`src/rtl/stk_pkg.sv`:
```
package stk_pkg;

    typedef enum logic [2:0] {
        OP_NOP  = 3'd0,
        OP_PUSH = 3'd1,
        OP_POP  = 3'd2,
        OP_ADD  = 3'd3,
        OP_SUB  = 3'd4,
        OP_MULT = 3'd5
    } stk_op_e;

    typedef enum logic [1:0] {
        ACT_HOLD,
        ACT_PUSH,
        ACT_POP,
        ACT_MERGE
    } stk_act_e;

    typedef enum logic {
        ST_IDLE,
        ST_FILL
    } stk_state_e;

    typedef struct packed {
        logic is_push;
        logic is_pop;
        logic is_arith;
    } stk_dec_t;

    function automatic stk_dec_t stk_decode(input logic [2:0] raw);
        stk_dec_t d;
        d.is_push  = (raw == OP_PUSH);
        d.is_pop   = (raw == OP_POP);
        d.is_arith = (raw == OP_ADD) || (raw == OP_SUB) || (raw == OP_MULT);
        return d;
    endfunction

endpackage

```
`src/rtl/stk_alu.sv`:
```
module stk_alu
    import stk_pkg::*;
#(
    parameter int DATA_W = 16
) (
    input  logic [2:0]        op,
    input  logic [DATA_W-1:0] lhs,
    input  logic [DATA_W-1:0] rhs,
    output logic [DATA_W-1:0] res
);
    always_comb begin
        unique case (op)
            OP_ADD:  res = lhs + rhs;
            OP_SUB:  res = lhs - rhs;
            OP_MULT: res = lhs * rhs;
            default: res = '0;
        endcase
    end
endmodule

```
`src/rtl/stk_stack.sv`:
```
module stk_stack
    import stk_pkg::*;
#(
    parameter int DATA_W = 16,
    parameter int DEPTH  = 8,
    localparam int CNT_W = $clog2(DEPTH + 1)
) (
    input  logic              clk,
    input  logic              rst,
    input  stk_act_e          act,
    input  logic [DATA_W-1:0] push_data,
    input  logic [DATA_W-1:0] merge_data,
    output logic [DATA_W-1:0] top,
    output logic [DATA_W-1:0] second,
    output logic [CNT_W-1:0]  count,
    output logic              full,
    output logic              empty,
    output logic              pair_ok
);
    logic [DATA_W-1:0] ent [DEPTH];

    for (genvar i = 0; i < DEPTH; i++) begin : g_ent
        always_ff @(posedge clk) begin
            if (act == ACT_PUSH && count == CNT_W'(i))
                ent[i] <= push_data;
            else if (act == ACT_MERGE && count == CNT_W'(i + 2))
                ent[i] <= merge_data;
        end
    end

    always_comb begin
        top    = '0;
        second = '0;
        for (int i = 0; i < DEPTH; i++) begin
            if (count == CNT_W'(i + 1)) top    = ent[i];
            if (count == CNT_W'(i + 2)) second = ent[i];
        end
    end

    always_ff @(posedge clk) begin
        if (rst) begin
            count <= '0;
        end else begin
            unique case (act)
                ACT_PUSH:  count <= count + CNT_W'(1);
                ACT_POP,
                ACT_MERGE: count <= count - CNT_W'(1);
                default:   count <= count;
            endcase
        end
    end

    assign full    = (count == CNT_W'(DEPTH));
    assign empty   = (count == '0);
    assign pair_ok = (count >= CNT_W'(2));

    // occupancy stays within capacity
    a_r11_depth_bound: assert property (@(posedge clk) disable iff (rst)
        count <= CNT_W'(DEPTH));

    // a pop shrinks the stack by exactly one
    a_r2_pop_shrinks: assert property (@(posedge clk) disable iff (rst)
        (act == ACT_POP) |=> (count == $past(count) - CNT_W'(1)));

    // a merge leaves one entry fewer
    a_r3_merge_shrinks: assert property (@(posedge clk) disable iff (rst)
        (act == ACT_MERGE) |=> (count == $past(count) - CNT_W'(1)));
endmodule

```
`src/rtl/stk_ctrl.sv`:
```
module stk_ctrl
    import stk_pkg::*;
#(
    parameter int ADDR_W = 8
) (
    input  logic              clk,
    input  logic              rst,
    input  logic              instr_valid,
    input  logic [2:0]        instr_op,
    input  logic [ADDR_W-1:0] instr_addr,
    input  logic              full,
    input  logic              empty,
    input  logic              pair_ok,
    output logic              instr_ready,
    output stk_act_e          act,
    output logic              mem_rd_en,
    output logic              mem_wr_en,
    output logic [ADDR_W-1:0] mem_addr,
    output logic              ovf_flag,
    output logic              unf_flag
);
    stk_state_e state, state_nx;
    stk_dec_t   dec;
    logic       fire, push_go, pop_go, arith_go, ovf_hit, unf_hit;

    assign dec         = stk_decode(instr_op);
    assign instr_ready = (state == ST_IDLE);
    assign fire        = instr_valid && instr_ready;

    assign push_go  = fire && dec.is_push && !full;
    assign pop_go   = fire && dec.is_pop && !empty;
    assign arith_go = fire && dec.is_arith && pair_ok;
    assign ovf_hit  = fire && dec.is_push && full;
    assign unf_hit  = fire && ((dec.is_pop && empty) || (dec.is_arith && !pair_ok));

    assign mem_rd_en = push_go;
    assign mem_wr_en = pop_go;
    assign mem_addr  = instr_addr;

    always_comb begin
        if (state == ST_FILL)  act = ACT_PUSH;
        else if (pop_go)       act = ACT_POP;
        else if (arith_go)     act = ACT_MERGE;
        else                   act = ACT_HOLD;
    end

    always_comb begin
        state_nx = state;
        unique case (state)
            ST_IDLE: if (push_go) state_nx = ST_FILL;
            ST_FILL: state_nx = ST_IDLE;
            default: state_nx = ST_IDLE;
        endcase
    end

    always_ff @(posedge clk) begin
        if (rst) begin
            state    <= ST_IDLE;
            ovf_flag <= 1'b0;
            unf_flag <= 1'b0;
        end else begin
            state <= state_nx;
            if (ovf_hit) ovf_flag <= 1'b1;
            if (unf_hit) unf_flag <= 1'b1;
        end
    end

    // an issued read stalls the port for the next cycle, which loads the stack
    a_r1_fill_stall: assert property (@(posedge clk) disable iff (rst)
        mem_rd_en |=> (!instr_ready && act == ACT_PUSH));

    // the stall never lasts more than one cycle
    a_r1_stall_one: assert property (@(posedge clk) disable iff (rst)
        !instr_ready |=> instr_ready);

    // error flags are sticky
    a_r9_ovf_sticky: assert property (@(posedge clk) disable iff (rst)
        ovf_flag |=> ovf_flag);
    a_r9_unf_sticky: assert property (@(posedge clk) disable iff (rst)
        unf_flag |=> unf_flag);

    // at most one memory access per cycle
    a_r2_one_access: assert property (@(posedge clk) disable iff (rst)
        !(mem_rd_en && mem_wr_en));
endmodule

```
`src/rtl/stk_calc_unit.sv`:
```
module stk_calc_unit
    import stk_pkg::*;
#(
    parameter int DATA_W = 16,
    parameter int ADDR_W = 8,
    parameter int DEPTH  = 8,
    localparam int CNT_W = $clog2(DEPTH + 1)
) (
    input  logic              clk,
    input  logic              rst,
    input  logic              instr_valid,
    output logic              instr_ready,
    input  logic [2:0]        instr_op,
    input  logic [ADDR_W-1:0] instr_addr,
    output logic              mem_rd_en,
    output logic              mem_wr_en,
    output logic [ADDR_W-1:0] mem_addr,
    output logic [DATA_W-1:0] mem_wdata,
    input  logic [DATA_W-1:0] mem_rdata,
    output logic              ovf_flag,
    output logic              unf_flag,
    output logic [CNT_W-1:0]  stk_depth
);
    stk_act_e          act;
    logic [DATA_W-1:0] top, second, alu_res;
    logic              full, empty, pair_ok;

    stk_ctrl #(.ADDR_W(ADDR_W)) u_ctrl (
        .clk         (clk),
        .rst         (rst),
        .instr_valid (instr_valid),
        .instr_op    (instr_op),
        .instr_addr  (instr_addr),
        .full        (full),
        .empty       (empty),
        .pair_ok     (pair_ok),
        .instr_ready (instr_ready),
        .act         (act),
        .mem_rd_en   (mem_rd_en),
        .mem_wr_en   (mem_wr_en),
        .mem_addr    (mem_addr),
        .ovf_flag    (ovf_flag),
        .unf_flag    (unf_flag)
    );

    stk_alu #(.DATA_W(DATA_W)) u_alu (
        .op  (instr_op),
        .lhs (second),
        .rhs (top),
        .res (alu_res)
    );

    stk_stack #(.DATA_W(DATA_W), .DEPTH(DEPTH)) u_stack (
        .clk        (clk),
        .rst        (rst),
        .act        (act),
        .push_data  (mem_rdata),
        .merge_data (alu_res),
        .top        (top),
        .second     (second),
        .count      (stk_depth),
        .full       (full),
        .empty      (empty),
        .pair_ok    (pair_ok)
    );

    assign mem_wdata = top;

    // a rejected push leaves the depth unchanged
    a_r7_full_hold: assert property (@(posedge clk) disable iff (rst)
        (instr_valid && instr_ready && instr_op == 3'd1 && full) |=> $stable(stk_depth));

    // a rejected pop or arithmetic leaves the depth unchanged
    a_r8_short_hold: assert property (@(posedge clk) disable iff (rst)
        (instr_valid && instr_ready &&
         ((instr_op == 3'd2 && empty) ||
          ((instr_op == 3'd3 || instr_op == 3'd4 || instr_op == 3'd5) && !pair_ok)))
        |=> $stable(stk_depth));
endmodule

```
`config.mk`:
```
export PLATFORM = sky130hd
export DESIGN_NAME = stk_calc_unit
export DESIGN_NICKNAME = d
export VERILOG_FILES = /design/src/rtl/stk_pkg.sv /design/src/rtl/stk_alu.sv /design/src/rtl/stk_stack.sv /design/src/rtl/stk_ctrl.sv /design/src/rtl/stk_calc_unit.sv
export SDC_FILE = /design/constraint.sdc
export NUM_CORES = 1
export LEC_CHECK = 0
export BUFFER_PORTS_ARGS = -buffer_cell sky130_fd_sc_hd__buf_2
export CAP_MARGIN = 10
export CORE_MARGIN = 2
export CORE_UTILIZATION = 44
export DETAILED_ROUTE_END_ITERATION = 6
export GPL_TIMING_DRIVEN = 1
export PLACE_DENSITY = 0.58
export SYNTH_ARGS = -nofsm -noshare
export SYNTH_HDL_FRONTEND = slang
export SYNTH_SLANG_ARGS = --single-unit
```
`constraint.sdc`:
```
create_clock -name clk -period 15.3 [get_ports clk]
set_input_delay 3.06 -clock clk [delete_from_list [all_inputs] [get_ports clk]]
set_output_delay 3.06 -clock clk [all_outputs]
set_load 0.05 [all_outputs]
```
==> summary.md, run 1 <==
| Metric | Value |
|---|---|
| Outcome | finished with violations |
| Failing checks | design-rule violations |
| Fin Setup TNS | 0 ps |
| Vias | around 12,000 |
| Slew Limit Fails | 0 |
| Max frequency | between 100 and 150 MHz |
| Crit Path Category | register to register |
| # hold bufs at CTS | 0 |
| Final WL | around 47 mm |
| Async set or reset register ratio after synthesis | 0 |
| Crit path launch type | register |
| GRT Total Usage | 0.289 |
| Worst Hold Class | register to register |
| Post-Syn Instances | ~1,600 |
| Sequential area share after synthesis | 0.290 |
| Remaining Overflow, GRT | 0 |
| First-pass GRT wire length | 71.4 mm |
| Yosys reg bits | approximately 140 |
| Post-layout util | 0.479 |
| Yosys warns | 0 |
| Fillers | just under 3,000 |
| Final WS setup | around 5900 ps |
| CTS tree | yes |
| Routed wl met3 | 4.23 mm |
| Via density | 6.06 |
| Worst setup EP type | register |
| Crit path max fanout | 49 |
| Area of the multi-input gates | around 8500 um2 |
| Worst Path Required | between 15,000 and 20,000 ps |
| Routed len/inst | ~24 um |
| Chip width | about 180 um |
| GP Congestion | between 0.9 and 1 |
| Vias in the first global route | about 11,000 |
| Final nets | between 1,500 and 2,000 |
| Most frequent cells in the layout | nor2_1 (240), a21oi_1 (187), nand2_1 (160) |
| Synthesis-to-finish area growth | 6.84% |
| Core area | just over 30,000 um2 |
| Final hold viol count | 0 |
| Max clock buf depth | 2 |
| Most used DFF post-synth | edfxtp_1 |
| 1st-iter DRT viols | 1,429 |
| Post-place setup slack | between 6000 and 7000 ps |
| Slew @ Worst Pin | 1110 ps |
| Mean Syn Cell Area | between 8 and 9 um2 |
| CP arrival | roughly 9600 ps |
| Starting Density | 0.448 |
| DR pass1 iterations | 7 |
| Setup violators final | 0 |
| H-tree Lvls | 4 |
| Clock root buffer | clkbuf_16 |
| Pwr per Cell Area | ~110 nW/um2 |
| Die Y-Extent | about 180 um |
| Met2 WL | around 21 mm |
| Fin crit share | 0.617 |
| Leak | 5.83 nW |
| CTS sink count | 135 |
| Unrepaired setup endpoints after global routing | false |
| FP Rows | 64 |
| EDFF count, synth | between 100 and 150 |
| Max-Slew Margin vs Limit | 0.259 |
| Layout cell share with drive strength beyond 1 | 0.103 |
| Worst skew pair latency | between 400 and 500 ps |
| Cell area after synthesis | 13,800 um2 |
| Max cap viols | 0 |
| Met1 WL | 19.4 mm |
| I/O pin count | 63 |
| Post-Syn Nets | about 1,800 |
| Final Critical Period | 9440 ps |
| Buffers on Ports | 46 |
| CTS clk-pin slew, worst paths | 60 ps |
| Initial antenna violation count | 3 |
| Post-CTS Repair Setup Buffers | 0 |
| FF+latch area | 3980 um2 |
| DR top layer | met4 |
| Worst vdd rail ir drop | about 0.085 mV |
| Synth unique cells | a little under 100 |
| Post-DP HPWL | 33.9 mm |
| Post-CTS sizing | 0 |
| Total CTS buffers | 17 |
| DRC viols | 6 |
| Largest net degree at the start of global routing | 86 |
| Die ar. | between 30,000 and 40,000 um2 |
| Clock skew | 18.0 ps |
| Final ANT Viol Nets | 0 |
| Commonest non-fill, non-tap cell in the layout | nor2_1 |
==> critical path, cell delays in order (launching register included) <==
cell      delay [ps]
dfxtp_1          490
ha_2             890
inv_2            500
nor2_2           470
a221o_1          610
clkinv_1         460
and2_1           310
fa_1             540
inv_1             60
fa_1             520
inv_1             60
fa_1             480
fa_1             540
inv_1             50
fa_1             450
fa_1             420
xor2_1           170
xnor2_1          200
xnor2_1          150
xnor2_1          160
xnor2_1          150
xnor3_1          250
xor3_1           400
xnor2_2          150
a22oi_2          440
a21oi_1          160
==> cell type report <==
class,instances,area share
multi-input cells,1183,0.576
flip-flops and latches,135,0.271
clock inverters,13,0.0155
diodes,3,0.000511
inverters,164,0.0420
well taps,396,0.0337
clock buffers,19,0.0295
repair buffers,78,0.0320
==> metal layers <==
layer	GRT usage	vias to the layer above
li1	-	5452
met3	0.0570	129
met4	0.131	0
met5	0	-
met1	0.387	5870
met2	0.452	612
==> final timing paths <==
check,start,to,slack [ps],cells past startpoint
worst max-delay path,u_stack.count[1],u_stack.ent[1][63],5860,25
worst min-delay path,u_ctrl.unf_flag,u_ctrl.unf_flag,500,2
worst max register to register,u_stack.count[1],u_stack.ent[1][63],5860,25
worst min register to register,u_ctrl.unf_flag,u_ctrl.unf_flag,500,2
==> registers in the layout, summed over array words and instances (netlist names) <==
signal           flops
u_ctrl.ovf_flag      1
u_ctrl.state         1
u_ctrl.unf_flag      1
u_stack.count        4
u_stack.ent        128
==> cell families after synthesis <==
logic type	count (synthesis)	synth area share
flops	135	0.290
buf+inv	290	0.101
simple gates	556	0.185
xor+xnor	62	0.0458
compound gates	414	0.197
fa+ha+maj	151	0.182
==> report_power, final <==
part	switching [mW]	internal [mW]	total (mW)
logic	0.488	0.249	0.737
clock network	0.163	0.305	0.467
registers	0.00321	0.407	0.411
total	0.654	0.961	1.61
==> Yosys cell counts, types with 32 or more instances <==
library cell | n | area share
edfxtp_1 | 128 | 0.28
ha_1 | 70 | 0.064
fa_1 | 81 | 0.12
o21ai_0 | 50 | 0.018
inv_1 | 157 | 0.043
nor2_1 | 246 | 0.067
a21oi_1 | 187 | 0.068
nor2b_1 | 32 | 0.015
clkbuf_1 | 41 | 0.011
xnor2_1 | 44 | 0.028
nand2_1 | 160 | 0.044
==> metrics by stage <==
step	total power [mW]	hold WS, ps	cell area (um2)	instances
global route	1.70	534	14700	1989
floorplan	0.963	679	13800	1608
CTS	1.61	512	14700	1988
global placement	1.14	507	14000	1956
finish	1.61	504	14700	1991
detailed placement	1.14	498	14000	1956
Note: power is estimated with default switching activity, not from simulation.
==> run 2, diff against run 1 <==
==> constraint.sdc (replaced) <==
create_clock -name clk -period 9.2 [get_ports clk]
set_input_delay 1.84 -clock clk [delete_from_list [all_inputs] [get_ports clk]]
set_output_delay 1.84 -clock clk [all_outputs]
set_load 0.05 [all_outputs]
==> run 2 against run 1 <==
The flow now finishes without violations. Final cell count rose by 0.25%. Global-route usage up 0.74 points. Register-to-register slack worse by 5300 ps. Worst hold slack improved by 13 ps. Core utilization about the same. Combinational power increased by 71%. Maximum frequency up 9.5%. First-iteration DRC count shrank 4.2%. Design area about the same. Worst setup slack got worse by 5300 ps. Critical path depth shrank 1. Sequential share of layout area about the same. Largest power group unchanged. Highest routed layer is now met5.
==> summary.md, run 2 (synthesized netlist as in run 1, its figures left out) <==
| Metric | Value |
|---|---|
| Final Critical Period | 8630 ps (-816 ps) |
| Buffers on Ports | 46 (unchanged) |
| Reg-to-Reg End | u_stack.ent[0][47] |
| R2R Setup Slk | 570 ps (-5280 ps) |
| DR pass1 iterations | 7 (unchanged) |
| Core area | 30,700 um2 (unchanged) |
| Layout cell share with drive strength beyond 1 | 0.105 (+0.00205) |
| Slew Limit Fails | 0 (unchanged) |
| H-tree Lvls | 4 (unchanged) |
| Setup violators final | 0 (unchanged) |
| FP Rows | 64 (unchanged) |
| # hold bufs at CTS | 0 (unchanged) |
| Largest net degree at the start of global routing | 56 (-35%) |
| CP peak stage delay | 810 ps (-80 ps) |
| Final hold viol count | 0 (unchanged) |
| CTS sink count | 135 (unchanged) |
| Fin crit share | 0.938 (+0.321) |
| Worst Hold Path EP | u_ctrl.unf_flag |
| Max clock buf depth | 2 (unchanged) |
| Critical Path, Cell by Cell | ha_4 > nor4b_2 > a221oi_1 > o22ai_1 > nor2b_1 > fa_1 > inv_1 > fa_1 > inv_1 > fa_1 > fa_1 > inv_1 > fa_1 > fa_1 > xor2_1 > xnor2_1 > xnor2_1 > xnor2_1 > xnor2_1 > xnor3_1 > xor3_1 > xnor2_2 > a22oi_2 > a21oi_1 |
| Max reg flops | 128 (unchanged) |
| Commonest non-fill, non-tap cell in the layout | nor2_1 |
| CP most frequent cell | fa_1 |
| Routed len/inst | 24.1 um (+1.9%) |
| Remaining Overflow, GRT | 0 (unchanged) |
| Crit Path Category | register to register |
| Clock root buffer | clkbuf_16 |
| Chip width | 181 um (unchanged) |
| Crit path max fanout | 55 (+12%) |
| Crit path launch type | register |
| Worst skew pair latency | 440 ps (about the same) |
| Worst vdd rail ir drop | 0.132 mV (+55%) |
| I/O pin count | 63 (unchanged) |
| Slew @ Worst Pin | 1210 ps (+96.6 ps) |
| CP arrival | 8790 ps (-790 ps) |
| Final ANT Viol Nets | 0 (unchanged) |
| Final WS setup | 574 ps (-5280 ps) |
| Die ar. | 32,700 um2 (unchanged) |
| Worst hold start | u_ctrl.unf_flag |
| Starting Density | 0.448 (unchanged) |
| Most frequent cells in the layout | nor2_1 (240), a21oi_1 (187), nand2_1 (160) |
| Initial antenna violation count | 3 (unchanged) |
| Total CTS buffers | 17 (unchanged) |
| Via density | 6.00 (-1.0%) |
| Most flops, register | u_stack.ent |
| GP Congestion | 0.977 (+1.2%) |
| Pwr per Cell Area | 180 nW/um2 (+64%) |
| Max-Slew Margin vs Limit | 0.195 (-0.0644) |
| Worst R2R Path Depth | 24 (-4.0%) |
| Post-CTS sizing | 0 (unchanged) |
| Outcome | completed |
| CTS tree | yes |
| Vias in the first global route | 11,800 (+3.0%) |
| Final nets | 1,768 (+0.45%) |
| Max frequency | 116 MHz (+9.5%) |
| Max cap viols | 0 (unchanged) |
| Synthesis-to-finish area growth | 6.76% (about the same) |
| Worst setup EP type | register |
| Final WL | 48.0 mm (+2.1%) |
| Crit path max-delay cell type | nor4b_2 |
| 1st-iter DRT viols | 1,369 (-4.2%) |
| Worst r2r src | u_stack.count[1] |
| Worst Hold Class | register to register |
| DRC viols | 0 (-6) |
| GRT Total Usage | 0.296 (+0.00743) |
| First-pass GRT wire length | 72.8 mm (+1.9%) |
| Die Y-Extent | 181 um (unchanged) |
| Biggest regs | u_stack.ent (128), u_stack.count (4) |
| CTS clk-pin slew, worst paths | 60 ps (about the same) |
| Fin Setup TNS | 0 ps (unchanged) |
| Vias | 12,000 (-0.75%) |
| Post-CTS Repair Setup Buffers | 0 (unchanged) |
| Post-place setup slack | 707 ps (-5330 ps) |
| Worst Path Required | 9360 ps (-6080 ps) |
| Unrepaired setup endpoints after global routing | false |
| Post-DP HPWL | 36.0 mm (+6.2%) |
| Hold Crit Depth | 2 (unchanged) |
| Leak | 5.84 nW (+0.11%) |
| Clock skew | 12.5 ps (-5.49 ps) |
## run 2: report_power, final
part	total (mW)	switching [mW]	internal, mW
clock	0.706	0.258	0.449
sequential	0.685	0.00699	0.678
combinational	1.26	0.832	0.426
## run 2: stage by stage
stage	cells	util	power [mW]	hold WS, ps	cell area (um2)
2_1_floorplan	1608	-	1.60	679	13800
3_3_place_gp	1964	0.459	1.93	517	14100
3_5_place_dp	1964	0.459	1.94	516	14100
4_1_cts	1995	0.479	2.64	530	14700
5_1_grt	1995	0.479	2.79	592	14700
6_report	1996	0.479	2.65	517	14700
## run 2: critical path: cells and delay by family, from the launching register on
kind | cells | cell delay (ps)
buffers and inverters | 3 | 220
AND/OR/NAND/NOR | 2 | 1120
adder cells (fa/ha/maj) | 7 | 3230
XOR/XNOR | 8 | 1620
flip-flops | 1 | 500
AO/OA/AOI/OAI | 4 | 1620
## run 2: layer usage
layer  part of all wire  global-route usage
met5            0.00025                   0
met4              0.040               0.133
met3              0.076              0.0518
met2               0.46               0.478
met1               0.42               0.390
## run 2: worst max-delay path by stage
stage                           startpoint  slack, ps            endpoint
after floorplan           u_stack.count[0]        670  u_stack.ent[1][15]
after global placement    u_stack.count[0]        770  u_stack.ent[1][63]
after detailed placement  u_stack.count[0]        710  u_stack.ent[0][47]
after CTS                 u_stack.count[0]        670  u_stack.ent[0][47]
after global routing      u_stack.count[0]        180  u_stack.ent[1][63]
final                     u_stack.count[1]        570  u_stack.ent[0][47]
## run 2: cell type report
type	instances	area [um2]
Sequential cell	135	3980
Fill cell	2995	16000
Timing Repair Buffer	86	531
Tap cell	396	495
Multi-Input combinational cell	1183	8460
Clock inverter	10	154
Antenna cell	1	2.50
Inverter	164	617
Clock buffer	21	440
